===== config.mk =====
export PLATFORM = sky130hd
export DESIGN_NAME = texaddr_unit
export DESIGN_NICKNAME = d
export VERILOG_FILES = /design/src/rtl/texaddr_pkg.sv /design/src/rtl/texaddr_lvl.sv /design/src/rtl/texaddr_scale.sv /design/src/rtl/texaddr_fold.sv /design/src/rtl/texaddr_unit.sv
export SDC_FILE = /design/constraint.sdc
export NUM_CORES = 1
export LEC_CHECK = 0
export ABC_AREA = 1
export BUFFER_PORTS_ARGS = -buffer_cell sky130_fd_sc_hd__buf_4
export CORE_ASPECT_RATIO = 1.1
export CORE_MARGIN = 5
export CORE_UTILIZATION = 45
export CTS_CLUSTER_SIZE = 12
export DETAILED_ROUTE_END_ITERATION = 12
export GPL_TIMING_DRIVEN = 0
export HOLD_SLACK_MARGIN = 0.1
export PLACE_DENSITY = 0.65
export SLEW_MARGIN = 20
export SYNTH_ARGS = -nofsm -noshare
export SYNTH_HDL_FRONTEND = slang
export SYNTH_SLANG_ARGS = --single-unit

===== constraint.sdc =====
create_clock -name clk -period 3.55 [get_ports clk]
set_input_delay 0.71 -clock clk [delete_from_list [all_inputs] [get_ports clk]]
set_output_delay 0.71 -clock clk [all_outputs]
set_load 0.02 [all_outputs]

===== src/rtl/texaddr_pkg.sv =====
package texaddr_pkg;

    typedef enum logic {
        ADDR_WRAP  = 1'b0,
        ADDR_CLAMP = 1'b1
    } addr_mode_e;

    // log2 of an axis size at a given mip level, never below zero
    function automatic int level_log2(input int base_log2, input int lvl);
        return (base_log2 > lvl) ? (base_log2 - lvl) : 0;
    endfunction

endpackage


===== src/rtl/texaddr_lvl.sv =====
module texaddr_lvl
    import texaddr_pkg::*;
#(
    parameter int LOD_W    = 8,
    parameter int LOD_FRAC = 4,
    parameter int LOG2W    = 6,
    parameter int LOG2H    = 5,
    parameter int MAX_LVL  = 6,
    parameter int LVL_W    = 3
) (
    input  logic [LOD_W-1:0] lod,
    output logic [LVL_W-1:0] lvl,
    output logic [LVL_W-1:0] lw,
    output logic [LVL_W-1:0] lh
);
    localparam int LOD_INT = LOD_W - LOD_FRAC;

    logic [LOD_INT-1:0] whole;
    assign whole = lod[LOD_W-1:LOD_FRAC];

    always_comb begin
        if (int'(whole) > MAX_LVL) lvl = LVL_W'(MAX_LVL);
        else                       lvl = LVL_W'(whole);
        lw = LVL_W'(level_log2(LOG2W, int'(lvl)));
        lh = LVL_W'(level_log2(LOG2H, int'(lvl)));
    end
endmodule


===== src/rtl/texaddr_scale.sv =====
module texaddr_scale #(
    parameter int UV_W    = 18,
    parameter int UV_FRAC = 16,
    parameter int MAX_LVL = 6,
    parameter int LVL_W   = 3,
    parameter int CW      = 10,
    parameter int WGT_W   = 8
) (
    input  logic [UV_W-1:0]       coord,
    input  logic [LVL_W-1:0]      shift,
    output logic signed [CW-1:0]  origin,
    output logic [WGT_W-1:0]      weight
);
    localparam int SW = UV_W + MAX_LVL + 1;
    localparam logic [SW-1:0] HALF = SW'(1) << (UV_FRAC - 1);

    logic [SW-1:0]        scaled;
    logic signed [SW-1:0] centred;

    always_comb begin
        scaled  = SW'(coord) << shift;
        centred = $signed(scaled) - $signed(HALF);
        origin  = CW'(centred >>> UV_FRAC);
        weight  = centred[UV_FRAC-1 -: WGT_W];
    end
endmodule


===== src/rtl/texaddr_fold.sv =====
module texaddr_fold
    import texaddr_pkg::*;
#(
    parameter int CW    = 10,
    parameter int LVL_W = 3,
    parameter int OW    = 6
) (
    input  logic signed [CW-1:0] coord,
    input  logic [LVL_W-1:0]     log2_size,
    input  logic                 mode,
    output logic [OW-1:0]        texel
);
    logic signed [CW-1:0] mask;
    logic signed [CW-1:0] folded;
    addr_mode_e           amode;

    assign amode = addr_mode_e'(mode);

    always_comb begin
        mask = $signed((CW'(1) << log2_size) - CW'(1));
        unique case (amode)
            ADDR_WRAP:  folded = coord & mask;
            ADDR_CLAMP: begin
                if (coord < 0)         folded = '0;
                else if (coord > mask) folded = mask;
                else                   folded = coord;
            end
            default:    folded = coord;
        endcase
        texel = OW'(folded);
    end
endmodule


===== src/rtl/texaddr_unit.sv =====
module texaddr_unit
    import texaddr_pkg::*;
#(
    parameter int UV_INT   = 2,
    parameter int UV_FRAC  = 16,
    parameter int LOD_INT  = 4,
    parameter int LOD_FRAC = 4,
    parameter int LOG2W    = 6,
    parameter int LOG2H    = 5,
    parameter int WGT_W    = 8,
    localparam int UV_W    = UV_INT + UV_FRAC,
    localparam int LOD_W   = LOD_INT + LOD_FRAC,
    localparam int MAX_LVL = (LOG2W > LOG2H) ? LOG2W : LOG2H,
    localparam int LVL_W   = (MAX_LVL > 0) ? $clog2(MAX_LVL + 1) : 1,
    localparam int XW      = (LOG2W > 0) ? LOG2W : 1,
    localparam int YW      = (LOG2H > 0) ? LOG2H : 1
) (
    input  logic             clk,
    input  logic             rst_n,
    input  logic             req_valid,
    output logic             req_ready,
    input  logic [UV_W-1:0]  req_u,
    input  logic [UV_W-1:0]  req_v,
    input  logic [LOD_W-1:0] req_lod,
    input  logic             req_mode_u,
    input  logic             req_mode_v,
    output logic             rsp_valid,
    input  logic             rsp_ready,
    output logic [LVL_W-1:0] rsp_level,
    output logic [XW-1:0]    rsp_x0,
    output logic [XW-1:0]    rsp_x1,
    output logic [YW-1:0]    rsp_y0,
    output logic [YW-1:0]    rsp_y1,
    output logic [WGT_W-1:0] rsp_wu,
    output logic [WGT_W-1:0] rsp_wv
);
    localparam int CW = UV_INT + MAX_LVL + 2;

    // one enable freezes all three stages together
    logic adv;
    assign adv       = rsp_ready || !rsp_valid;
    assign req_ready = adv;

    // ---------------- stage 1: level select ----------------
    logic [LVL_W-1:0] lvl_c, lw_c, lh_c;
    logic             vld1;
    logic [UV_W-1:0]  u1, v1;
    logic             mu1, mv1;
    logic [LVL_W-1:0] lvl1, lw1, lh1;

    texaddr_lvl #(
        .LOD_W(LOD_W), .LOD_FRAC(LOD_FRAC), .LOG2W(LOG2W), .LOG2H(LOG2H),
        .MAX_LVL(MAX_LVL), .LVL_W(LVL_W)
    ) u_lvl (
        .lod(req_lod), .lvl(lvl_c), .lw(lw_c), .lh(lh_c)
    );

    always_ff @(posedge clk or negedge rst_n) begin
        if (!rst_n) begin
            vld1 <= 1'b0;
            u1   <= '0;
            v1   <= '0;
            mu1  <= 1'b0;
            mv1  <= 1'b0;
            lvl1 <= '0;
            lw1  <= '0;
            lh1  <= '0;
        end else if (adv) begin
            vld1 <= req_valid;
            u1   <= req_u;
            v1   <= req_v;
            mu1  <= req_mode_u;
            mv1  <= req_mode_v;
            lvl1 <= lvl_c;
            lw1  <= lw_c;
            lh1  <= lh_c;
        end
    end

    // ---------------- stage 2: scale to level ----------------
    logic signed [CW-1:0] ox_c, oy_c;
    logic [WGT_W-1:0]     wu_c, wv_c;
    logic                 vld2;
    logic signed [CW-1:0] ox2, oy2;
    logic [WGT_W-1:0]     wu2, wv2;
    logic                 mu2, mv2;
    logic [LVL_W-1:0]     lvl2, lw2, lh2;

    texaddr_scale #(
        .UV_W(UV_W), .UV_FRAC(UV_FRAC), .MAX_LVL(MAX_LVL), .LVL_W(LVL_W),
        .CW(CW), .WGT_W(WGT_W)
    ) u_scale_x (
        .coord(u1), .shift(lw1), .origin(ox_c), .weight(wu_c)
    );

    texaddr_scale #(
        .UV_W(UV_W), .UV_FRAC(UV_FRAC), .MAX_LVL(MAX_LVL), .LVL_W(LVL_W),
        .CW(CW), .WGT_W(WGT_W)
    ) u_scale_y (
        .coord(v1), .shift(lh1), .origin(oy_c), .weight(wv_c)
    );

    always_ff @(posedge clk or negedge rst_n) begin
        if (!rst_n) begin
            vld2 <= 1'b0;
            ox2  <= '0;
            oy2  <= '0;
            wu2  <= '0;
            wv2  <= '0;
            mu2  <= 1'b0;
            mv2  <= 1'b0;
            lvl2 <= '0;
            lw2  <= '0;
            lh2  <= '0;
        end else if (adv) begin
            vld2 <= vld1;
            ox2  <= ox_c;
            oy2  <= oy_c;
            wu2  <= wu_c;
            wv2  <= wv_c;
            mu2  <= mu1;
            mv2  <= mv1;
            lvl2 <= lvl1;
            lw2  <= lw1;
            lh2  <= lh1;
        end
    end

    // ---------------- stage 3: corner fold ----------------
    logic [XW-1:0] xt [2];
    logic [YW-1:0] yt [2];

    for (genvar c = 0; c < 2; c++) begin : g_corner
        logic signed [CW-1:0] xc, yc;
        assign xc = ox2 + CW'(c);
        assign yc = oy2 + CW'(c);

        texaddr_fold #(.CW(CW), .LVL_W(LVL_W), .OW(XW)) u_fold_x (
            .coord(xc), .log2_size(lw2), .mode(mu2), .texel(xt[c])
        );
        texaddr_fold #(.CW(CW), .LVL_W(LVL_W), .OW(YW)) u_fold_y (
            .coord(yc), .log2_size(lh2), .mode(mv2), .texel(yt[c])
        );
    end

    always_ff @(posedge clk or negedge rst_n) begin
        if (!rst_n) begin
            rsp_valid <= 1'b0;
            rsp_level <= '0;
            rsp_x0    <= '0;
            rsp_x1    <= '0;
            rsp_y0    <= '0;
            rsp_y1    <= '0;
            rsp_wu    <= '0;
            rsp_wv    <= '0;
        end else if (adv) begin
            rsp_valid <= vld2;
            rsp_level <= lvl2;
            rsp_x0    <= xt[0];
            rsp_x1    <= xt[1];
            rsp_y0    <= yt[0];
            rsp_y1    <= yt[1];
            rsp_wu    <= wu2;
            rsp_wv    <= wv2;
        end
    end

    // ---------------- assertions ----------------
    logic [XW-1:0] xmask_o;
    logic [YW-1:0] ymask_o;
    assign xmask_o = XW'((1 << level_log2(LOG2W, int'(rsp_level))) - 1);
    assign ymask_o = YW'((1 << level_log2(LOG2H, int'(rsp_level))) - 1);

    assert_level_cap_R1: assert property (@(posedge clk) disable iff (!rst_n)
        rsp_valid |-> (int'(rsp_level) <= MAX_LVL));

    assert_xstep_R3: assert property (@(posedge clk) disable iff (!rst_n)
        rsp_valid |-> ((rsp_x1 == ((rsp_x0 + XW'(1)) & xmask_o)) || (rsp_x1 == rsp_x0)));

    assert_ystep_R3: assert property (@(posedge clk) disable iff (!rst_n)
        rsp_valid |-> ((rsp_y1 == ((rsp_y0 + YW'(1)) & ymask_o)) || (rsp_y1 == rsp_y0)));

    assert_xrange_R5: assert property (@(posedge clk) disable iff (!rst_n)
        rsp_valid |-> (rsp_x0 <= xmask_o && rsp_x1 <= xmask_o));

    assert_yrange_R5: assert property (@(posedge clk) disable iff (!rst_n)
        rsp_valid |-> (rsp_y0 <= ymask_o && rsp_y1 <= ymask_o));

    assert_no_accept_R8: assert property (@(posedge clk) disable iff (!rst_n)
        (rsp_valid && !rsp_ready) |-> !req_ready);

    assert_hold_R8: assert property (@(posedge clk) disable iff (!rst_n)
        (rsp_valid && !rsp_ready) |=> (rsp_valid && $stable(rsp_level) &&
            $stable(rsp_x0) && $stable(rsp_x1) && $stable(rsp_y0) &&
            $stable(rsp_y1) && $stable(rsp_wu) && $stable(rsp_wv)));

    assert_advance_R7: assert property (@(posedge clk) disable iff (!rst_n)
        (vld2 && adv) |=> rsp_valid);
endmodule


Word level (Yosys, flattened, before mapping)
Index checks and enable logic that the tools add are counted.
{ "word_totals": {"elab_cells": 72, "input_bits": 50, "register_bits": 136} }
{ "op_classes": {"mux": 15, "order_cmp": 11, "bitwise_logic": 6, "add_sub_neg": 8, "reduce_logical": 2, "n_shift": 4} }
{ "ops": {"columns": ["op", "count"], "rows": [
  ["left shift 18 x 3 -> 25 bit", 2],
  ["subtractor 25 x 17 -> 25 bit (second input constant)", 2],
  ["two-way mux 6 bit", 4],
  ["case mux 6 bit (2 select lines)", 2],
  ["adder 9 x 2 -> 10 bit (second input constant)", 2],
  ["greater-than comparator 10 bit", 2],
  ["greater-than comparator 9 x 10 -> 1 bit", 2],
  ["less-than comparator 10 x 1 -> 1 bit (second input constant)", 2],
  ["two-way mux 5 bit", 4],
  ["case mux 5 bit (2 select lines)", 2],
  ["left shift 1 x 3 -> 10 bit (first input constant)", 2],
  ["subtractor 10 x 2 -> 10 bit (second input constant)", 2],
  ["less-than comparator 9 x 1 -> 1 bit (second input constant)", 2],
  ["AND 6 bit", 2],
  ["AND 5 bit", 2],
  ["two-way mux 3 bit", 3],
  ["greater-than comparator 3 bit (first input constant)", 2],
  ["subtractor 3 bit (first input constant)", 2],
  ["greater-than comparator 4 x 3 -> 1 bit (second input constant)", 1],
  ["NOT 1 bit", 2],
  ["zero test 1 bit", 1],
  ["logical OR 1 bit", 1]
]} }

Longest topological paths before layout
{ "depth": {"word_depth": 6, "depth_mapped": 24, "mapped_depth_nobuf": 24} }

Hierarchy
A second synthesis with hierarchy kept.
{ "unflattened": {"hier_cells": 1426, "hier_area_um2": 10137.2} }
{ "by_module_without_submodules": {"columns": ["mod", "area_each_um2", "seq_area_each_um2", "instances", "cells_per_inst"], "rows": [
  ["texaddr_unit", 5728.0, 3453.3, 1, 665],
  ["texaddr_scale", 950.9, 0.0, 2, 168],
  ["texaddr_fold at g_corner[0].u_fold_x ...", 630.6, 0.0, 2, 103],
  ["texaddr_fold at g_corner[0].u_fold_y ...", 554.3, 0.0, 2, 96],
  ["texaddr_lvl", 137.6, 0.0, 1, 27]
]} }

Worst setup path before layout
Ideal clock, no wire load.
{ "synth_path": {"path_kind": "reg2reg", "from": "reg lh2[1]", "to": "reg rsp_y0[0]", "required_time_ns": 3.412, "synth_period_minus_slack_ns": 2.808, "path_slack_ns": 0.742, "path_buffers": 0, "arrival_ns": 2.669, "path_stages_with_launch": 19, "setup_time_ns": 0.138, "path_cell_list": "dfrtp_1 -> nor2_1 -> inv_1 -> nor2_1 -> inv_1 -> ha_1 -> nand2_1 -> a31oi_1 -> nand2_1 -> o21ai_0 -> xnor2_1 -> ha_1 -> inv_1 -> nor3_1 -> nand3_1 -> nand4_1 -> nand3_1 -> o211ai_1 -> a31oi_1"} }
{ "synth_between": {"elab_chain_len": 6} }
{ "synth_rtl": {"columns": ["item", "line_no", "text"], "rows": [
  ["from (decl)", "texaddr_unit.sv:87", "logic [LVL_W-1:0] lvl2, lw2, lh2;"],
  ["from (signal assigned)", "texaddr_unit.sv:125", "lh2 <= lh1;"],
  ["left shift 1 x 3 -> 10 bit *", "texaddr_fold.sv:20", "mask = $signed((CW'(1) << log2_size) - CW'(1));"],
  ["subtractor 10 x 2 -> 10 bit *", "texaddr_fold.sv:20", null],
  ["greater-than comparator 9 x 10 -> 1 bit", "texaddr_fold.sv:25", "else if (coord > mask) folded = mask;"],
  ["two-way mux 5 bit", "texaddr_fold.sv:25", null],
  ["two-way mux 5 bit", "texaddr_fold.sv:24", "if (coord < 0) folded = '0;"],
  ["case mux 5 bit (2 select lines) *", "texaddr_fold.sv:21", "unique case (amode)"],
  ["to (signal assigned)", "texaddr_unit.sv:161", "rsp_y0 <= yt[0];"],
  ["to (decl)", "texaddr_unit.sv:32", "output logic [YW-1:0] rsp_y0,"]
]} }
Mark *: on every way between the ends. The rest lies on a longest branch, timed or not.
A chain may end at the register's enable or synchronous reset.

Worst setup path in the final report
{ "layout_path": {"from": "reg lw2[0]", "to": "reg rsp_x0[1]"} }
{ "layout_between": {"elab_chain_len": 6} }
{ "layout_rtl": {"columns": ["item", "line_no", "text"], "rows": [
  ["from (decl)", "texaddr_unit.sv:87", null],
  ["from (signal assigned)", "texaddr_unit.sv:124", "lw2 <= lw1;"],
  ["left shift 1 x 3 -> 10 bit *", "texaddr_fold.sv:20", null],
  ["subtractor 10 x 2 -> 10 bit *", "texaddr_fold.sv:20", null],
  ["greater-than comparator 9 x 10 -> 1 bit", "texaddr_fold.sv:25", null],
  ["two-way mux 6 bit", "texaddr_fold.sv:25", null],
  ["two-way mux 6 bit", "texaddr_fold.sv:24", null],
  ["case mux 6 bit (2 select lines) *", "texaddr_fold.sv:21", null],
  ["to (signal assigned)", "texaddr_unit.sv:159", "rsp_x0 <= xt[0];"],
  ["to (decl)", "texaddr_unit.sv:30", "output logic [XW-1:0] rsp_x0,"]
]} }
Marked as above.

==> metrics.md <==
| Metric | Value |
|---|---|
| Area grow syn2layout | 18.6% |
| Vias in the first global route | 7992 |
| Largest net degree at the start of global routing | 69 |
| WL final | 23.7 mm |
| Ys flop type | dfrtp_1 |
| Worst-Margin Slew | 0.705 ns |
| Via-per-instance ratio | 5.10 |
| Root Buffer | clkbuf_16 |
| Iteration-0 DRC Markers | 431 |
| Mean Syn Cell Area | 7.15 sq um |
| Worst-Skew Late Latency | 0.43 ns |
| Die footprint | 0.0223 sq mm |
| Cell Area, Synth | 0.00873 sq mm |
| CP arrival | 3.58 ns |
| Yosys Warn Count | 0 |
| Overall power | 9.02 mW |
| Yosys cell types | 40 |
| CTS tree | yes |
| Initial antenna violation count | 0 |
| Final Wtd Congestion | 0.919 |
| Dpl cell area | 0.00973 sq mm |
| Syn Inst Count | 1221 |
| Post-route insts no fill | 1594 |
| Grt total ovfl | 0 |
| Routed len/inst | 14.9 microns |
| First-pass GRT wire length | 39.8 mm |
| DRC viols | 0 |
| Total Routing Usage GR | 22.2% |
| Power per cell area | 871 mW/mm^2 |
| Leakage | 5.45 nW |
| Core footprint | 0.0191 sq mm |
| TritonCTS Sinks | 134 |
| Fin. max-slew vios | 0 |
| CP startpoint kind | flop |
| Async set-reset flop share out of synthesis | 100% |
| Ports | 93 |
| Nets@finish | 1449 |
| Dpl cells | 1558 |
| Die Y | 156 microns |
| CTS Buf Count | 17 |
| Worst vdd ir | 0.469 mV |
| Rows | 53 |
| I/O Buffers | 86 |
| Slew HR | 53.0% |
| Outcome | complete, no violations |
| Worst clock skew | 0.0100 ns |
| Worst-path fanout max | 7 |
| 1st-pass router iterations | 5 |
| Hold Fails Final Rpt | 0 |
| Design area | 0.0104 sq mm |
| Max-cap violations | 0 |
| DR vias | 8132 |
| Post-route ant nets | 0 |
| Final setup vio count | 0 |
| Clk buf depth | 2 |
| Post-DP HPWL | 18.2 mm |
| Post-Route Utilization | 54.2% |
| Type of the worst setup path | reg -> reg |
| Sum Neg Setup Slack | 0 ns |
| Ant diodes | 0 |
| # hold bufs at CTS | 0 |
| Seq/Total Area, Yosys | 38.4% |
| Initial Utilization | 45.7% |
| Crit end category | flop |
| Final Cycle Share | 92.2% |
| Number of flops mapped to enable cells by yosys | 0 |
| Fmax | 306 MHz |
| Layout cells sized above 1 | 13.1% |
| Die X | 143 microns |
| Hold Path Class | in -> async |
| Worst path required time | 3.86 ns |
| CTS H-Tree Depth | 4 |
| Min cycle time layout | 3.27 ns |
| Clock-pin slew on the worst setup and hold paths | 0.06 ns |
| Synth Register Bits | 134 |
stage by stage:
stage	setup WS, ns	hold WS, ns
floorplan	0.742	0.414
global placement	-0.175	0.450
detailed placement	-0.132	0.450
CTS	0.00436	0.239
global route	-0.00894	0.262
finish	0.279	0.218
layer usage:
metal	track usage, %	share of wire, %
met4	6.70	2.2
met1	30.0	47
met2	36.4	47
met3	4.11	4.1
met5	0	0
timing repair:
action / 4_1_cts / 5_1_grt
setup buffers: 0 / 4
pin swaps: 0 / 2
resized for setup: 1 / 14
setup endpoints to repair: 12 / 22
layout by cell type (no fill, tap or decap), types with 2 or more instances in the layout:
master / n
nand2_2: 3
buf_4: 91
inv_2: 7
mux2i_1: 6
nor2_2: 6
a31oi_1: 11
nor3_1: 8
inv_1: 140
clkbuf_1: 31
o211ai_1: 14
xor2_2: 2
nand3b_1: 4
xnor2_1: 4
xor2_1: 8
nand2_1: 411
o21ai_1: 26
o22ai_1: 3
o21ai_0: 74
clkinv_2: 4
a31oi_2: 2
nor2_1: 88
buf_1: 3
a21oi_1: 39
o31ai_1: 2
conb_1: 4
and2_1: 3
o21a_1: 2
nand3_2: 3
dfrtp_1: 134
o221ai_1: 4
buf_2: 12
inv_6: 5
nand4_1: 19
o21bai_1: 5
ha_1: 65
clkbuf_16: 17
o21ai_2: 10
nand3_1: 61
clkinvlp_4: 5
logic make-up after synthesis:
group	after synthesis	share of synthesized area, %
and+or+nand+nor	610	28.6
buffers and inverters	196	8.77
AOI/OAI and AO/OA	195	12.8
DFF	134	38.4
adders and majority gates	65	9.31
xor gates and xnor gates	14	1.40
muxes	6	0.688
other	1	0.0430
registers in the layout (all words and copies together), names as in the netlist, 6 cells and up:
| name | count |
|---|---|
| wu2 | 8 |
| rsp_wu | 8 |
| rsp_wv | 8 |
| wv2 | 8 |
| u1 | 17 |
| v1 | 17 |
| ox2 | 9 |
| oy2 | 9 |
| rsp_x1 | 6 |
| rsp_x0 | 6 |
final timing paths:
| path | start | to | slack (ns) | cells past startpoint |
|---|---|---|---|---|
| min in group clk | req_u[5] | u1[5] | 0.47 | 3 |
| worst max register to register | lw2[0] | rsp_x0[1] | 0.28 | 23 |
| worst max-delay path | lw2[0] | rsp_x0[1] | 0.28 | 23 |
| max in group asynchronous | rst_n | rsp_wv[0] | 2.63 | 2 |
| worst min-delay path | rst_n | rsp_x1[4] | 0.22 | 1 |
| worst min register to register | vld2 | rsp_valid | 0.47 | 2 |
critical path, stage by stage, from the launching register on:
cell and delay, ns:
dfrtp_1 0.43, nor2_1 0.15, inv_1 0.08, nor2_2 0.15, inv_1 0.11, ha_1 0.25
inv_1 0.14, xor2_2 0.23, inv_1 0.17, ha_1 0.30, nand2_1 0.07, inv_1 0.05
o21ai_0 0.07, nand2_1 0.07, nand2_1 0.06, nand2_1 0.04, nand2_1 0.05, nand2_1 0.05
o21ai_1 0.17, nand2_2 0.14, nand2_2 0.14, nand2_1 0.06, nand3_1 0.09, a21oi_1 0.07
power by group:
part	total, mW	leakage, nW	internal, mW	switching, mW
sequential	2.55	1.65	2.10	0.454
clock	1.64	0.257	0.915	0.721
combinational	4.84	3.54	1.75	3.09
final cells by class:
cell class / instances / area (sq um)
plain buffers: 48 / 210
repair buffers: 91 / 711
clock buffers: 19 / 443
clock inverters: 13 / 93.8
inverters: 148 / 559
well taps: 247 / 309
flip-flops and latches: 134 / 3350
multi-input cells: 894 / 4680
fillers: 1896 / 8740
cells in the mapped netlist, types with 2 or more instances:
| master | number | area share, % |
|---|---|---|
| and2_1 | 3 | 0.21 |
| buf_4 | 2 | 0.17 |
| o31ai_1 | 2 | 0.17 |
| a21oi_1 | 40 | 2.3 |
| o211ai_1 | 14 | 1.2 |
| o22ai_1 | 3 | 0.21 |
| nor3_1 | 8 | 0.46 |
| nand3_1 | 62 | 3.6 |
| xor2_1 | 10 | 1.0 |
| nand4_1 | 19 | 1.4 |
| o21ai_0 | 76 | 4.4 |
| nand2_1 | 413 | 18 |
| buf_2 | 12 | 0.69 |
| buf_1 | 3 | 0.13 |
| nor2_1 | 90 | 3.9 |
| xnor2_1 | 4 | 0.40 |
| nand3b_1 | 4 | 0.34 |
| inv_2 | 7 | 0.30 |
| o21a_1 | 2 | 0.17 |
| o21ai_1 | 25 | 1.4 |
| mux2i_1 | 6 | 0.69 |
| clkbuf_1 | 30 | 1.3 |
| o21bai_1 | 6 | 0.52 |
| nand3_2 | 3 | 0.34 |
| a31oi_1 | 12 | 0.86 |
| ha_1 | 65 | 9.3 |
| o221ai_1 | 4 | 0.40 |
| o21ai_2 | 9 | 0.90 |
| dfrtp_1 | 134 | 38 |
| nor2_2 | 4 | 0.29 |
| inv_1 | 140 | 6.0 |
(Power assumes the default switching activity.)
